[src/rtl/rxq_pkg.sv]
package rxq_pkg;

  // Which way the stored-word count moves in one cycle
  typedef enum logic [1:0] {
    LVL_HOLD = 2'b00,
    LVL_UP   = 2'b01,
    LVL_DOWN = 2'b10
  } lvl_move_e;

  function automatic lvl_move_e lvl_move(input logic acc_push, input logic acc_pop);
    if (acc_push && !acc_pop)      return LVL_UP;
    else if (acc_pop && !acc_push) return LVL_DOWN;
    else                           return LVL_HOLD;
  endfunction

  // Count after one cycle of accepted transfers
  function automatic int lvl_after(input int lvl, input logic acc_push, input logic acc_pop);
    case (lvl_move(acc_push, acc_pop))
      LVL_UP:   return lvl + 1;
      LVL_DOWN: return lvl - 1;
      default:  return lvl;
    endcase
  endfunction

  // Service flag with separate set and clear levels; holds between them
  function automatic logic svc_after(input logic cur, input int lvl,
                                     input int set_lvl, input int clr_lvl);
    if (lvl >= set_lvl)      return 1'b1;
    else if (lvl <= clr_lvl) return 1'b0;
    else                     return cur;
  endfunction

  // Sticky status bit: a set beats a clear
  function automatic logic sticky_after(input logic cur, input logic set_ev, input logic clr_ev);
    if (set_ev)      return 1'b1;
    else if (clr_ev) return 1'b0;
    else             return cur;
  endfunction

  // Circular pointer advance for any depth
  function automatic int ptr_after(input int ptr, input logic adv, input int depth);
    if (!adv)                return ptr;
    else if (ptr == depth-1) return 0;
    else                     return ptr + 1;
  endfunction

endpackage

[src/rtl/rxq_store.sv]
module rxq_store
  import rxq_pkg::*;
#(
  parameter int DATA_W = 16,
  parameter int DEPTH  = 8
) (
  input  logic              clk,
  input  logic              rst_n,
  input  logic              wr_en,
  input  logic [DATA_W-1:0] wr_data,
  input  logic              rd_en,
  output logic [DATA_W-1:0] rd_data
);
  localparam int PTR_W = (DEPTH > 1) ? $clog2(DEPTH) : 1;

  logic [DATA_W-1:0] mem [DEPTH];
  logic [PTR_W-1:0]  wr_ptr;
  logic [PTR_W-1:0]  rd_ptr;
  logic [PTR_W-1:0]  wr_ptr_nxt;
  logic [PTR_W-1:0]  rd_ptr_nxt;

  always_comb begin
    wr_ptr_nxt = PTR_W'(ptr_after(int'(wr_ptr), wr_en, DEPTH));
    rd_ptr_nxt = PTR_W'(ptr_after(int'(rd_ptr), rd_en, DEPTH));
  end

  always_ff @(posedge clk or negedge rst_n) begin
    if (!rst_n) begin
      wr_ptr <= '0;
      rd_ptr <= '0;
    end else begin
      wr_ptr <= wr_ptr_nxt;
      rd_ptr <= rd_ptr_nxt;
    end
  end

  // One register per entry; each entry is loaded when the write pointer selects it
  for (genvar gi = 0; gi < DEPTH; gi++) begin : g_entry
    always_ff @(posedge clk) begin
      if (wr_en && (wr_ptr == PTR_W'(gi))) mem[gi] <= wr_data;
    end
  end

  // Read register keeps the last popped word
  always_ff @(posedge clk or negedge rst_n) begin
    if (!rst_n)     rd_data <= '0;
    else if (rd_en) rd_data <= mem[rd_ptr];
  end

endmodule

[src/rtl/rxq_level.sv]
module rxq_level
  import rxq_pkg::*;
#(
  parameter int DEPTH   = 8,
  parameter int SET_LVL = 4,
  parameter int CLR_LVL = 3
) (
  input  logic                       clk,
  input  logic                       rst_n,
  input  logic                       acc_push,
  input  logic                       acc_pop,
  output logic [$clog2(DEPTH+1)-1:0] level,
  output logic                       svc
);
  localparam int LVL_W = $clog2(DEPTH+1);

  logic [LVL_W-1:0] level_nxt;
  logic             svc_nxt;

  always_comb begin
    level_nxt = LVL_W'(lvl_after(int'(level), acc_push, acc_pop));
    svc_nxt   = svc_after(svc, int'(level_nxt), SET_LVL, CLR_LVL);
  end

  // The flag is computed from the next count so it lines up with the count
  always_ff @(posedge clk or negedge rst_n) begin
    if (!rst_n) begin
      level <= '0;
      svc   <= 1'b0;
    end else begin
      level <= level_nxt;
      svc   <= svc_nxt;
    end
  end

endmodule

[src/rtl/rxq_overrun.sv]
module rxq_overrun
  import rxq_pkg::*;
(
  input  logic clk,
  input  logic rst_n,
  input  logic drop_ev,
  input  logic clr_req,
  output logic status
);
  logic status_nxt;

  always_comb status_nxt = sticky_after(status, drop_ev, clr_req);

  always_ff @(posedge clk or negedge rst_n) begin
    if (!rst_n) status <= 1'b0;
    else        status <= status_nxt;
  end

endmodule

[src/rtl/rxq_top.sv]
module rxq_top
  import rxq_pkg::*;
#(
  parameter int DATA_W  = 16,
  parameter int DEPTH   = 8,
  parameter int SET_LVL = DEPTH / 2,
  parameter int CLR_LVL = DEPTH / 2 - 1
) (
  input  logic                       clk,
  input  logic                       rst_n,
  input  logic                       push_valid,
  input  logic [DATA_W-1:0]          push_data,
  input  logic                       pop_req,
  output logic [DATA_W-1:0]          pop_data,
  output logic [$clog2(DEPTH+1)-1:0] occupancy,
  input  logic                       irq_en,
  input  logic                       ovr_clr,
  output logic                       svc_flag,
  output logic                       svc_irq,
  output logic                       dma_req,
  output logic                       ovr_status,
  output logic                       ovr_irq
);
  localparam int LVL_W = $clog2(DEPTH+1);

  // Named internal events, also seen by the bound checker
  logic is_full;
  logic is_empty;
  logic acc_pop;
  logic acc_push;
  logic drop_ev;

  always_comb begin
    is_full  = (occupancy == LVL_W'(DEPTH));
    is_empty = (occupancy == '0);
    acc_pop  = pop_req && !is_empty;
    acc_push = push_valid && (!is_full || acc_pop);
    drop_ev  = push_valid && is_full && !acc_pop;
  end

  rxq_store #(.DATA_W(DATA_W), .DEPTH(DEPTH)) u_store (
    .clk     (clk),
    .rst_n   (rst_n),
    .wr_en   (acc_push),
    .wr_data (push_data),
    .rd_en   (acc_pop),
    .rd_data (pop_data)
  );

  rxq_level #(.DEPTH(DEPTH), .SET_LVL(SET_LVL), .CLR_LVL(CLR_LVL)) u_level (
    .clk      (clk),
    .rst_n    (rst_n),
    .acc_push (acc_push),
    .acc_pop  (acc_pop),
    .level    (occupancy),
    .svc      (svc_flag)
  );

  rxq_overrun u_ovr (
    .clk     (clk),
    .rst_n   (rst_n),
    .drop_ev (drop_ev),
    .clr_req (ovr_clr),
    .status  (ovr_status)
  );

  always_comb begin
    svc_irq = svc_flag && irq_en;
    dma_req = svc_flag;
    ovr_irq = ovr_status;
  end

endmodule

[config.mk]
export PLATFORM = sky130hd
export DESIGN_NAME = rxq_top
export DESIGN_NICKNAME = d
export VERILOG_FILES = /design/src/rtl/rxq_pkg.sv /design/src/rtl/rxq_store.sv /design/src/rtl/rxq_level.sv /design/src/rtl/rxq_overrun.sv /design/src/rtl/rxq_top.sv
export SDC_FILE = /design/constraint.sdc
export NUM_CORES = 1
export LEC_CHECK = 0
export BUFFER_PORTS_ARGS = -buffer_cell sky130_fd_sc_hd__buf_4
export CAP_MARGIN = 25
export CORE_UTILIZATION = 56
export CTS_BUF_LIST = sky130_fd_sc_hd__clkbuf_4 sky130_fd_sc_hd__clkbuf_8
export DETAILED_ROUTE_END_ITERATION = 12
export PLACE_DENSITY_LB_ADDON = 0.12
export RECOVER_POWER = 100
export SLEW_MARGIN = 0
export SYNTH_ARGS = -nofsm -noshare
export SYNTH_HDL_FRONTEND = slang
export SYNTH_SLANG_ARGS = --single-unit
[constraint.sdc]
create_clock -name clk -period 2.3 [get_ports clk]
set_input_delay 0.23 -clock clk [delete_from_list [all_inputs] [get_ports clk]]
set_output_delay 0.23 -clock clk [all_outputs]
set_load 0.01 [all_outputs]
==> flow_metrics.py <==
metrics = {
    "clocking": {
        "clock_latency_ns": 0.43,
        "cts.path.max_buffers": 2,
        "cts_tree": "yes",
        "clock-root-buffer": "sky130_fd_sc_hd__clkbuf_8",
        "cts_num_sinks": 156,
        "h_tree_lvls": 4,
        "cts_inserted_buffers": 17,
        "path_clk_slew_ns": 0.08,
    },
    "floorplan": {
        "core_um2": 10790,
        "full_die_area_um2": 11500,
        "die_width_um": 107.2,
        "count_of_standard_cell_rows": 38,
        "ios": 47,
        "die-height_um": 107.2,
        "floorplan.initialDensity": 0.5747,
    },
    "critical_path": {
        "timing.critical_path.buf_inv": 0,
        "cp_top_family": "simple AND/OR/NAND/NOR gates",
        "critPathSlowestCell": "sky130_fd_sc_hd__or4_4",
        "timing.critical_path.fanout_max": 3,
        "crit_path_cell_trace": "nor4_4 > nor2_1 > xor2_1 > ha_1 > or4_4 > a21boi_4 > mux2i_1",
        "worst-setup-path-type": "flip-flop to flip-flop",
        "cp.required_ns": 2.66,
        "worst_setup_path_start_kind": "flip-flop",
        "worst_setup_path_end_kind": "flip-flop",
        "critical-path-max-stage-delay_ns": 0.52,
        "arrival_ns": 2.51,
    },
    "global_route": {
        "grt_max_degree": 35,
        "grt_pass1_wl_mm": 17.28,
        "global_route.usage.total": 0.2152,
        "grt_pass1_vias": 3159,
        "globalRoute.totalOverflow": 0,
        "number_of_antenna_violations_at_the_first_check_in_global_routing": 0,
    },
    "sta": {
        "final.min_clock_period_ns": 2.149,
        "unrepaired_setup_endpoints_after_global_routing": "false",
        "final-max-slew-violation-count": 0,
        "period_share": 0.9343,
        "worst-slew-pin-transition_ns": 0.8397,
        "slew_headroom": 0.4402,
        "fmax_ghz": 0.4653,
        "final.setup.tns_ns": 0,
        "finalSetupViolations": 0,
        "finalHoldViolCount": 0,
        "worst_clock_skew_ns": 0.01210,
    },
    "detailed_routing": {
        "detail_route.wirelength.met1_mm": 4.879,
        "uppermost_layer_routed": "met4",
        "wire_per_inst_um": 20.23,
        "drt_pass1_iterations": 5,
        "met3_length_um": 430,
        "drt_wl_total_mm": 10.91,
        "viasPerCell": 5.627,
        "detailroute.via_count": 3033,
        "drc": 0,
        "detail_route.iter0.violations": 211,
        "wl_met2_mm": 5.481,
        "ant_nets": 0,
    },
    "synth": {
        "synth.top_cells.by_area": "sky130_fd_sc_hd__edfxtp_1 62%, sky130_fd_sc_hd__mux4_2 12%, sky130_fd_sc_hd__dfrtp_1 11%, sky130_fd_sc_hd__mux2i_1 2.7%, sky130_fd_sc_hd__ha_1 1.8%",
        "postSynthRegisterBits": 156,
        "synth_cell_types": 39,
        "synth_edf_count": 128,
        "seq_area_frac_synth": 0.7327,
        "post_synth.cell_area_avg_um2": 19.50,
        "post-synth-top-area-cell": "sky130_fd_sc_hd__edfxtp_1",
        "postSynth.asyncResetShare": 0.1795,
        "synth_top_cell_area_share": 0.6197,
        "post_synth_instance_area_um2": 6202,
        "synth_warnings": 0,
        "synthCells": 318,
        "synth_nets": 349,
        "postSynth.topFlopCell": "sky130_fd_sc_hd__edfxtp_1",
    },
    "final_layout": {
        "final_common_cell": "sky130_fd_sc_hd__edfxtp_1",
        "final_cell_mix": "128 x sky130_fd_sc_hd__edfxtp_1, 42 x sky130_fd_sc_hd__clkbuf_1, 32 x sky130_fd_sc_hd__mux4_2, 27 x sky130_fd_sc_hd__dfrtp_1, 21 x sky130_fd_sc_hd__o21ai_0",
        "antennaDiodeCount": 0,
        "nFillCells": 763,
        "final_util": 0.6567,
        "synthToLayoutAreaGrowth_pct": 14.28,
        "finalNetCount": 417,
        "drive_above_1_share": 0.2506,
    },
    "placement": {
        "port_buffers": 46,
        "gp_congestion": 0.7420,
        "dp_hpwl_mm": 6.390,
    },
    "min_path": {
        "hold_path.class": "input pin to flip-flop",
    },
    "power": {
        "power.ir.vdd_worst_uv": 652.0,
        "powerDensity_nw_per_um2": 1203,
        "static_leakage_power_nw": 2.502,
        "fin_total_pwr_mw": 8.529,
    },
    "job": {
        "max_cap_viol_count": 0,
    },
    "outcome": {
        "run_status": "complete, no violations",
    },
}
flip-flops by register name, indices dropped and copies added, names as in the netlist, named ones only:
name	count
u_store.mem	128
u_store.rd_data	16
u_level.level	3
u_store.rd_ptr	3
u_store.wr_ptr	3
u_level.svc	1
u_ovr.status	1
power breakdown:
| group | internal (mW) | switching, mW |
|---|---|---|
| Clock | 1.26 | 0.941 |
| Sequential | 3.58 | 0.308 |
| Combinational | 1.19 | 1.25 |
| Total | 6.03 | 2.50 |
repair_timing:
action,4_1_cts,5_1_grt
hold buffers,3,0
endpoints found under the setup margin,0,2
gates resized for setup,0,2
buffers inserted,0,0
endpoints found under the hold margin,33,0
logic make-up (layout without fill, tap and decap cells):
logic type | after synthesis | count (layout) | share of synthesized area
AOI/OAI and AO/OA | 31 | 31 | 0.03369
xor gates and xnor gates | 4 | 4 | 0.005648
adders and majority gates | 9 | 9 | 0.01816
buffers and inverters | 24 | 105 | 0.02380
DFF | 156 | 156 | 0.7327
muxes | 53 | 53 | 0.1509
and+or+nand+nor | 41 | 41 | 0.03510
worst reg2reg max path: stages, from the launching register on:
cell	delay (ns)
sky130_fd_sc_hd__dfrtp_1	0.43
sky130_fd_sc_hd__nor4_4	0.33
sky130_fd_sc_hd__nor2_1	0.10
sky130_fd_sc_hd__xor2_1	0.15
sky130_fd_sc_hd__ha_1	0.19
sky130_fd_sc_hd__or4_4	0.52
sky130_fd_sc_hd__a21boi_4	0.17
sky130_fd_sc_hd__mux2i_1	0.19
metal layers:
metal / GRT usage / vias up
met5: 0 / -
met4: 0.07339 / 0
met3: 0.04985 / 10
met2: 0.3544 / 72
met1: 0.2850 / 1557
li1: - / 1394
path summary, 6_finish.rpt:
path                               startpoint                  to  slack [ns]  depth (start not counted)
hold reg to reg            u_store.rd_data[0]  u_store.rd_data[0]        0.48                          2
hold / removal                     push_valid        u_ovr.status        0.12                          3
setup reg to reg             u_level.level[0]         u_level.svc        0.15                          7
max in group asynchronous               rst_n   u_store.rd_ptr[0]        1.30                          2
setup / recovery             u_level.level[0]         u_level.svc        0.15                          7
min in group asynchronous               rst_n    u_level.level[2]        0.43                          2
area by class of cell:
| type | count | area (um^2) | area share |
|---|---|---|---|
| clock buffers | 21 | 276.5 | 0.03901 |
| clock inverters | 11 | 165.2 | 0.02330 |
| inverters | 4 | 15.01 | 0.002118 |
| multi-input cells | 138 | 1525 | 0.2152 |
| flip-flops and latches | 156 | 4546 | 0.6413 |
| well taps | 140 | 175.2 | 0.02471 |
| repair buffers | 69 | 385.4 | 0.05437 |
per-stage QoR:
step / cells / instance area, um^2 / hold slack (ns) / setup WS (ns)
floorplan: 318 / 6202 / -0.06559 / 0.02687
global placement: 504 / 6779 / 0.1974 / 0.1196
detailed placement: 504 / 6779 / 0.2087 / 0.08505
CTS: 539 / 7251 / 0.001140 / 0.05117
global route: 539 / 7088 / 0.1111 / 0.02872
finish: 539 / 7088 / 0.1158 / 0.1510
synthesized netlist by cell type (2+ instances only):
library cell / count
sky130_fd_sc_hd__and2_1: 4
sky130_fd_sc_hd__and3_1: 6
sky130_fd_sc_hd__buf_2: 7
sky130_fd_sc_hd__buf_4: 6
sky130_fd_sc_hd__buf_6: 2
sky130_fd_sc_hd__clkbuf_1: 3
sky130_fd_sc_hd__dfrtp_1: 28
sky130_fd_sc_hd__edfxtp_1: 128
sky130_fd_sc_hd__ha_1: 9
sky130_fd_sc_hd__inv_1: 4
sky130_fd_sc_hd__mux2_2: 4
sky130_fd_sc_hd__mux2i_1: 17
sky130_fd_sc_hd__mux4_2: 32
sky130_fd_sc_hd__nand2_1: 19
sky130_fd_sc_hd__nand2b_1: 2
sky130_fd_sc_hd__o21ai_0: 20
sky130_fd_sc_hd__or3_1: 2
sky130_fd_sc_hd__xor2_1: 4
(Power assumes the default switching activity.)
